==> config.mk <==
export PLATFORM = sky130hd
export DESIGN_NAME = mpic_top
export DESIGN_NICKNAME = d
export VERILOG_FILES = /design/src/rtl/mpic_pkg.sv /design/src/rtl/mpic_ctrl.sv /design/src/rtl/mpic_datapath.sv /design/src/rtl/mpic_top.sv
export SDC_FILE = /design/constraint.sdc
export NUM_CORES = 1
export LEC_CHECK = 0
export BUFFER_PORTS_ARGS = -buffer_cell sky130_fd_sc_hd__buf_2
export CORE_MARGIN = 4
export CORE_UTILIZATION = 30
export CTS_CLUSTER_DIAMETER = 200
export DETAILED_ROUTE_END_ITERATION = 10
export MAX_ROUTING_LAYER = met4
export PLACE_DENSITY_LB_ADDON = 0.3
export SYNTH_ARGS = -nofsm -noshare
export SYNTH_HDL_FRONTEND = slang
export SYNTH_HIERARCHICAL = 1
export SYNTH_SLANG_ARGS = --single-unit
==> constraint.sdc <==
create_clock -name clk -period 10.2 [get_ports clk]
set_clock_uncertainty 0.05 [all_clocks]
set_input_delay 2.04 -clock clk [delete_from_list [all_inputs] [get_ports clk]]
set_output_delay 2.04 -clock clk [all_outputs]
set_load 0.01 [all_outputs]
==> src/rtl/mpic_pkg.sv <==
package mpic_pkg;
  localparam int ADDR_W = 12;
  localparam int DATA_W = 32;
  localparam int NUM_W  = 10;
  localparam logic [NUM_W-1:0] ACK_NONE = 10'd1023;

  // Register offsets (byte addresses inside a window)
  localparam logic [ADDR_W-1:0] OFF_CTRL    = 12'h000;
  localparam logic [ADDR_W-1:0] OFF_EN_SET  = 12'h030;
  localparam logic [ADDR_W-1:0] OFF_EN_CLR  = 12'h034;
  localparam logic [ADDR_W-1:0] OFF_ACK     = 12'h044;
  localparam logic [ADDR_W-1:0] OFF_MSK_SET = 12'h048;
  localparam logic [ADDR_W-1:0] OFF_MSK_CLR = 12'h04C;
  localparam logic [ADDR_W-1:0] OFF_ROUTE   = 12'h100;

  typedef struct packed {
    logic              enSet;
    logic              enClr;
    logic              maskSet;
    logic              maskClr;
    logic              routeWr;
    logic [NUM_W-1:0]  idx;
    logic [3:0]        cpu;
    logic [15:0]       routeVal;
  } strobe_t;
endpackage

==> src/rtl/mpic_ctrl.sv <==
module mpic_ctrl
  import mpic_pkg::*;
#(
  parameter int NUM_CPU = 2,
  parameter int NUM_SRC = 16,
  localparam int CPU_W = (NUM_CPU > 1) ? $clog2(NUM_CPU) : 1,
  localparam int SRC_W = (NUM_SRC > 1) ? $clog2(NUM_SRC) : 1
) (
  input  logic                               clk,
  input  logic                               rstN,
  input  logic                               busWrite,
  input  logic                               busLocal,
  input  logic [CPU_W-1:0]                   busCpu,
  input  logic [ADDR_W-1:0]                  busAddr,
  input  logic [DATA_W-1:0]                  busWdata,
  output logic [DATA_W-1:0]                  busRdata,
  input  logic [NUM_CPU-1:0][NUM_W-1:0]      ackNum,
  input  logic [NUM_SRC-1:0][NUM_CPU-1:0]    routeWords,
  output strobe_t                            str
);
  localparam logic [NUM_W-1:0] SRC_LIM = NUM_W'(NUM_SRC);
  localparam logic [CPU_W:0]   CPU_LIM = (CPU_W+1)'(NUM_CPU);

  logic              gWr;
  logic              lWr;
  logic [ADDR_W-1:0] routeOff;
  logic [NUM_W-1:0]  routeIdx;
  logic              routeHit;
  logic              cpuOk;

  assign gWr      = busWrite && !busLocal;
  assign lWr      = busWrite && busLocal;
  assign routeOff = busAddr - OFF_ROUTE;
  assign routeIdx = routeOff[ADDR_W-1:2];
  assign routeHit = (busAddr >= OFF_ROUTE) && (busAddr[1:0] == 2'b00)
                    && (routeIdx < SRC_LIM);
  assign cpuOk    = {1'b0, busCpu} < CPU_LIM;

  always_comb begin
    str          = '0;
    str.enSet    = gWr && (busAddr == OFF_EN_SET);
    str.enClr    = gWr && (busAddr == OFF_EN_CLR);
    str.routeWr  = gWr && routeHit;
    str.maskSet  = lWr && cpuOk && (busAddr == OFF_MSK_SET);
    str.maskClr  = lWr && cpuOk && (busAddr == OFF_MSK_CLR);
    str.idx      = str.routeWr ? routeIdx : busWdata[NUM_W-1:0];
    str.cpu      = 4'(busCpu);
    str.routeVal = busWdata[15:0];
  end

  always_comb begin
    busRdata = '0;
    if (!busLocal) begin
      if (busAddr == OFF_CTRL)
        busRdata[11:2] = SRC_LIM;
      else if (routeHit)
        busRdata[NUM_CPU-1:0] = routeWords[routeIdx[SRC_W-1:0]];
    end else if (cpuOk && busAddr == OFF_ACK) begin
      busRdata[NUM_W-1:0] = ackNum[busCpu];
    end
  end

  logic unusedWdata;
  assign unusedWdata = ^busWdata[DATA_W-1:16];

  AST_ONE_STROBE: assert property (@(posedge clk) disable iff (!rstN)
    $onehot0({str.enSet, str.enClr, str.maskSet, str.maskClr, str.routeWr}));
endmodule

==> src/rtl/mpic_datapath.sv <==
module mpic_datapath
  import mpic_pkg::*;
#(
  parameter int NUM_CPU  = 2,
  parameter int NUM_SRC  = 16,
  parameter int PRIV_SRC = 5,
  localparam int SRC_W = (NUM_SRC > 1) ? $clog2(NUM_SRC) : 1
) (
  input  logic                            clk,
  input  logic                            rstN,
  input  strobe_t                         str,
  input  logic [NUM_SRC-1:0]              srcLevel,
  input  logic [NUM_CPU-1:0]              privLevel,
  input  logic [NUM_CPU-1:0]              dbellLevel,
  output logic [NUM_CPU-1:0][NUM_W-1:0]   ackNum,
  output logic [NUM_SRC-1:0][NUM_CPU-1:0] routeWords,
  output logic [NUM_CPU-1:0]              irqOut
);
  localparam logic [NUM_W-1:0] SRC_LIM = NUM_W'(NUM_SRC);

  logic [NUM_SRC-1:0]              globEn;
  logic [NUM_SRC-1:0][NUM_CPU-1:0] route;
  logic [NUM_CPU-1:0][NUM_SRC-1:0] cpuMask;
  logic [NUM_CPU-1:0][NUM_SRC-1:0] pend;

  logic             idxOk;
  logic [SRC_W-1:0] idxS;
  logic [3:0]       cpuS;

  assign idxOk = str.idx < SRC_LIM;
  assign idxS  = str.idx[SRC_W-1:0];
  assign cpuS  = str.cpu;

  always_ff @(posedge clk) begin
    if (!rstN) begin
      globEn  <= '0;
      route   <= '0;
      cpuMask <= '1;
    end else if (idxOk) begin
      if (str.enSet)   globEn[idxS] <= 1'b1;
      if (str.enClr)   globEn[idxS] <= 1'b0;
      if (str.routeWr) route[idxS]  <= str.routeVal[NUM_CPU-1:0];
      if (str.maskSet) cpuMask[cpuS[$clog2(NUM_CPU)-1:0]][idxS] <= 1'b1;
      if (str.maskClr) cpuMask[cpuS[$clog2(NUM_CPU)-1:0]][idxS] <= 1'b0;
    end
  end

  assign routeWords = route;

  // Pending matrix: doorbell, private timer, or routed shared source
  for (genvar c = 0; c < NUM_CPU; c++) begin : g_cpu
    for (genvar s = 0; s < NUM_SRC; s++) begin : g_src
      if (s == 0) begin : g_dbell
        assign pend[c][s] = dbellLevel[c] & ~cpuMask[c][s];
      end else if (s == PRIV_SRC) begin : g_priv
        assign pend[c][s] = privLevel[c] & globEn[s] & ~cpuMask[c][s];
      end else begin : g_shared
        assign pend[c][s] = srcLevel[s] & globEn[s] & route[s][c] & ~cpuMask[c][s];
      end
    end

    always_comb begin
      ackNum[c] = ACK_NONE;
      for (int s = NUM_SRC - 1; s >= 0; s--)
        if (pend[c][s]) ackNum[c] = NUM_W'(s);
    end

    assign irqOut[c] = |pend[c];

    AST_IRQ_AGREES_ACK: assert property (@(posedge clk) disable iff (!rstN)
      irqOut[c] == (ackNum[c] != ACK_NONE));
    AST_ACK_IN_RANGE: assert property (@(posedge clk) disable iff (!rstN)
      (ackNum[c] == ACK_NONE) || (ackNum[c] < SRC_LIM));
  end

  logic unusedStr;
  assign unusedStr = ^{str.routeVal, str.idx, str.cpu, srcLevel[0], srcLevel[PRIV_SRC]};

  AST_EN_SET_TAKES: assert property (@(posedge clk) disable iff (!rstN)
    (str.enSet && idxOk) |=> globEn[$past(idxS)]);
  AST_EN_CLR_TAKES: assert property (@(posedge clk) disable iff (!rstN)
    (str.enClr && idxOk) |=> !globEn[$past(idxS)]);
  AST_BAD_IDX_KEEPS: assert property (@(posedge clk) disable iff (!rstN)
    ((str.enSet || str.enClr) && !idxOk) |=> $stable(globEn));
  AST_RESET_MASKED: assert property (@(posedge clk) disable iff (!rstN)
    $rose(rstN) |-> (&cpuMask && globEn == '0));
endmodule

==> src/rtl/mpic_top.sv <==
module mpic_top
  import mpic_pkg::*;
#(
  parameter int NUM_CPU  = 2,
  parameter int NUM_SRC  = 16,
  parameter int PRIV_SRC = 5,
  localparam int CPU_W = (NUM_CPU > 1) ? $clog2(NUM_CPU) : 1
) (
  input  logic               clk,
  input  logic               rstN,
  input  logic               busWrite,
  input  logic               busLocal,
  input  logic [CPU_W-1:0]   busCpu,
  input  logic [11:0]        busAddr,
  input  logic [31:0]        busWdata,
  output logic [31:0]        busRdata,
  input  logic [NUM_SRC-1:0] srcLevel,
  input  logic [NUM_CPU-1:0] privLevel,
  input  logic [NUM_CPU-1:0] dbellLevel,
  output logic [NUM_CPU-1:0] irqOut
);
  strobe_t                         str;
  logic [NUM_CPU-1:0][NUM_W-1:0]   ackNum;
  logic [NUM_SRC-1:0][NUM_CPU-1:0] routeWords;

  mpic_ctrl #(.NUM_CPU(NUM_CPU), .NUM_SRC(NUM_SRC)) u_ctrl (
    .clk(clk), .rstN(rstN), .busWrite(busWrite), .busLocal(busLocal),
    .busCpu(busCpu), .busAddr(busAddr), .busWdata(busWdata),
    .busRdata(busRdata), .ackNum(ackNum), .routeWords(routeWords), .str(str)
  );

  mpic_datapath #(.NUM_CPU(NUM_CPU), .NUM_SRC(NUM_SRC), .PRIV_SRC(PRIV_SRC)) u_dp (
    .clk(clk), .rstN(rstN), .str(str), .srcLevel(srcLevel),
    .privLevel(privLevel), .dbellLevel(dbellLevel), .ackNum(ackNum),
    .routeWords(routeWords), .irqOut(irqOut)
  );
endmodule

==> flow_results.xml <==
<?xml version="1.0" encoding="UTF-8"?>
<metrics>
  <group name="timing">
    <metric name="maxSlewViolCount" unit="">0</metric>
    <metric name="setup_ws" unit="ns">3.70</metric>
    <metric name="finalSetupViolCount" unit="">0</metric>
    <metric name="rsz0062_at_grt" unit="">false</metric>
    <metric name="fin_worst_hold_slack" unit="ns">0.416</metric>
    <metric name="max_clock_freq" unit="GHz">0.154</metric>
    <metric name="tns" unit="ns">0</metric>
    <metric name="worstMarginPinSlew" unit="ns">1.32</metric>
    <metric name="finalCritPeriodShare" unit="%">63.7</metric>
    <metric name="hold_viol" unit="">0</metric>
    <metric name="min_period" unit="ns">6.50</metric>
    <metric name="max_slew_margin" unit="%">11.0</metric>
  </group>
  <group name="drt">
    <metric name="top_layer_used" unit="">met4</metric>
    <metric name="post-route-drc-count" unit="">0</metric>
    <metric name="route.met3.wl" unit="um">787</metric>
    <metric name="finalWirelength" unit="um">15200</metric>
    <metric name="detail_route.iter0.violations" unit="">348</metric>
    <metric name="routedLengthMet1" unit="um">7050</metric>
    <metric name="via_count" unit="">4210</metric>
    <metric name="average_via_count_per_standard_cell" unit="">5.43</metric>
    <metric name="wl_met2" unit="um">7020</metric>
    <metric name="wl_per_cell" unit="um">19.5</metric>
    <metric name="drt_first_pass_iters" unit="">5</metric>
    <metric name="route.antenna.remaining_nets" unit="">0</metric>
  </group>
  <group name="finish">
    <metric name="fillerInstances" unit="">1631</metric>
    <metric name="seqCellArea" unit="mm2">0.00158</metric>
    <metric name="mostFrequentLayoutCell" unit="">sky130_fd_sc_hd__dfxtp_1</metric>
    <metric name="num-nets-final" unit="">633</metric>
    <metric name="multi_input_area" unit="mm2">0.00283</metric>
    <metric name="flow.area_growth_from_synthesis" unit="%">10.7</metric>
    <metric name="finish.instance_area" unit="mm2">0.00532</metric>
    <metric name="share_of_cells_above_drive_strength_1" unit="%">16.1</metric>
    <metric name="n_diodes" unit="">0</metric>
    <metric name="final_cell_mix" unit="">79 x sky130_fd_sc_hd__dfxtp_1, 63 x sky130_fd_sc_hd__nand2_1, 56 x sky130_fd_sc_hd__buf_2</metric>
  </group>
  <group name="clocking">
    <metric name="cts_inserted_buffers" unit="">9</metric>
    <metric name="clk_latency" unit="ns">0.34</metric>
    <metric name="post_cts_resize_count" unit="">0</metric>
    <metric name="tritoncts_clock_tree" unit="">built</metric>
    <metric name="sink_count_of_the_clock_tree" unit="">79</metric>
    <metric name="postCtsSetupRepairBufs" unit="">0</metric>
    <metric name="clk_transition_reported_paths" unit="ns">0.06</metric>
    <metric name="clock_tree.htree_level_count" unit="">3</metric>
    <metric name="cts-root-buf" unit="">sky130_fd_sc_hd__clkbuf_16</metric>
    <metric name="clk_path_buf_depth" unit="">2</metric>
    <metric name="cts_hold_buf" unit="">0</metric>
  </group>
  <group name="global_route">
    <metric name="grt_first_pass_wirelength" unit="um">23700</metric>
    <metric name="grt_pass1_vias" unit="">4263</metric>
    <metric name="grt_usage" unit="%">17.3</metric>
    <metric name="grt_residual_overflow" unit="">0</metric>
    <metric name="number_of_antenna_violations_at_the_first_check_in_global_routing" unit="">0</metric>
    <metric name="pin_count_of_the_biggest_net_entering_global_routing" unit="">46</metric>
  </group>
  <group name="die">
    <metric name="row_count" unit="">45</metric>
    <metric name="start_util" unit="%">31.1</metric>
    <metric name="die_outline_height" unit="um">135</metric>
    <metric name="die_width" unit="um">135</metric>
    <metric name="floorplan.core_area" unit="mm2">0.0154</metric>
    <metric name="io_pins" unit="">103</metric>
    <metric name="fp.dieArea" unit="mm2">0.0181</metric>
  </group>
  <group name="place">
    <metric name="dp_slack" unit="ns">3.70</metric>
    <metric name="post_dp_cell_area" unit="mm2">0.00500</metric>
    <metric name="port_buffers" unit="">56</metric>
    <metric name="post-dp-hpwl" unit="um">11000</metric>
    <metric name="globalplace.congestion" unit="">0.839</metric>
  </group>
  <group name="min_path">
    <metric name="hold_end" unit="">u_dp/routeWords[0]</metric>
    <metric name="hold_class" unit="">flip-flop to flip-flop</metric>
    <metric name="hold_path_startpoint" unit="">u_dp/routeWords[0]</metric>
    <metric name="worstHoldPathCells" unit="">2</metric>
  </group>
  <group name="setup_path">
    <metric name="max_stage_delay_cell_worst_path" unit="">sky130_fd_sc_hd__nor4_1</metric>
    <metric name="worstRegToRegCells" unit="">2</metric>
    <metric name="start_kind" unit="">primary input</metric>
    <metric name="crit_top_cell" unit="">sky130_fd_sc_hd__buf_2</metric>
    <metric name="worstPathArrival" unit="ns">4.41</metric>
    <metric name="worst_r2r_setup_slack" unit="ns">9.37</metric>
    <metric name="worstPathBufferInverterCount" unit="">2</metric>
    <metric name="cp.required" unit="ns">8.11</metric>
    <metric name="critical_path.top_delay_family" unit="">simple AND/OR/NAND/NOR gates</metric>
    <metric name="max_stage_delay_on_crit_path" unit="ns">0.81</metric>
    <metric name="crit_path_end_kind" unit="">output pin</metric>
    <metric name="regToRegStartpoint" unit="">u_dp/cpuMask[14]</metric>
    <metric name="path_cells" unit="">buf_2 -&gt; and4b_1 -&gt; nand2b_1 -&gt; or3_1 -&gt; nor4_1 -&gt; mux2i_1 -&gt; o22ai_4 -&gt; buf_2</metric>
    <metric name="worst-path-max-fanout" unit="">6</metric>
    <metric name="reg2reg_to" unit="">u_dp/cpuMask[14]</metric>
    <metric name="timing.setup.critical_path_class" unit="">primary input to output pin</metric>
  </group>
  <group name="synthesis">
    <metric name="synth.yosys.warnings" unit="">6</metric>
    <metric name="netlist_instances" unit="">535</metric>
    <metric name="postSynthAreaPerCell" unit="um2">8.98</metric>
    <metric name="synthesis.area" unit="mm2">0.00480</metric>
  </group>
  <group name="run_status">
    <metric name="status" unit="">complete, no violations</metric>
  </group>
  <group name="flow_run">
    <metric name="cap_violations" unit="">0</metric>
  </group>
  <group name="power_and_ir_drop">
    <metric name="total_power" unit="uW">688</metric>
    <metric name="vdd_drop_max" unit="mV">0.0670</metric>
    <metric name="power_density_over_cell_area" unit="mW/mm2">129</metric>
    <metric name="leakage" unit="uW">0.00227</metric>
  </group>
</metrics>
[per-layer routing]
layer / track usage [%] / up-vias
met5: - / -
met4: 5.37 / 0
met3: 2.24 / 27
met2: 28.2 / 135
met1: 22.6 / 2059
li1: - / 1989
[where the power goes]
| group | internal (uW) | switching, uW | leakage (uW) | total, uW |
|---|---|---|---|---|
| Clock | 209 | 121 | 0.000156 | 330 |
| Sequential | 309 | 0.000409 | 0.000637 | 309 |
| Combinational | 14.4 | 34.8 | 0.00147 | 49.1 |
| Total | 532 | 156 | 0.00227 | 688 |
[flip-flops by register name, indices dropped and copies added, names as in the netlist]
name and count:
u_dp/cpuMask 32, u_dp/routeWords 32, u_dp/globEn 15
[worst max path at each step]
stage	endpoint	slack (ns)	cells after the start	startpoint
final	busRdata[6]	3.70	8	srcLevel[4]
after floorplan	busRdata[6]	4.21	7	srcLevel[4]
after global placement	busRdata[6]	3.72	8	srcLevel[4]
after CTS	busRdata[6]	3.69	8	srcLevel[4]
after detailed placement	busRdata[6]	3.70	8	srcLevel[4]
after global routing	busRdata[6]	3.53	8	srcLevel[4]
[worst register-to-register path: cells and delay by family, from the launching register on]
kind	cells	cell delay, ns
flops	1	0.31
compound gates	2	0.33
[area by class of cell]
type | count | share of cell area (%)
multi-input combinational | 402 | 53.3
sequential | 79 | 29.8
timing repair buffer | 56 | 5.27
clock buffer | 13 | 5.08
tap | 211 | 4.97
inverter | 12 | 0.847
clock inverter | 3 | 0.753
[stage by stage]
stage	utilization [%]	std cells
global placement	32.4	760
detailed placement	32.4	760
floorplan	-	556
global route	34.5	776
finish	34.5	776
CTS	34.5	776
No activity file was read; power rests on OpenSTA's default activity.
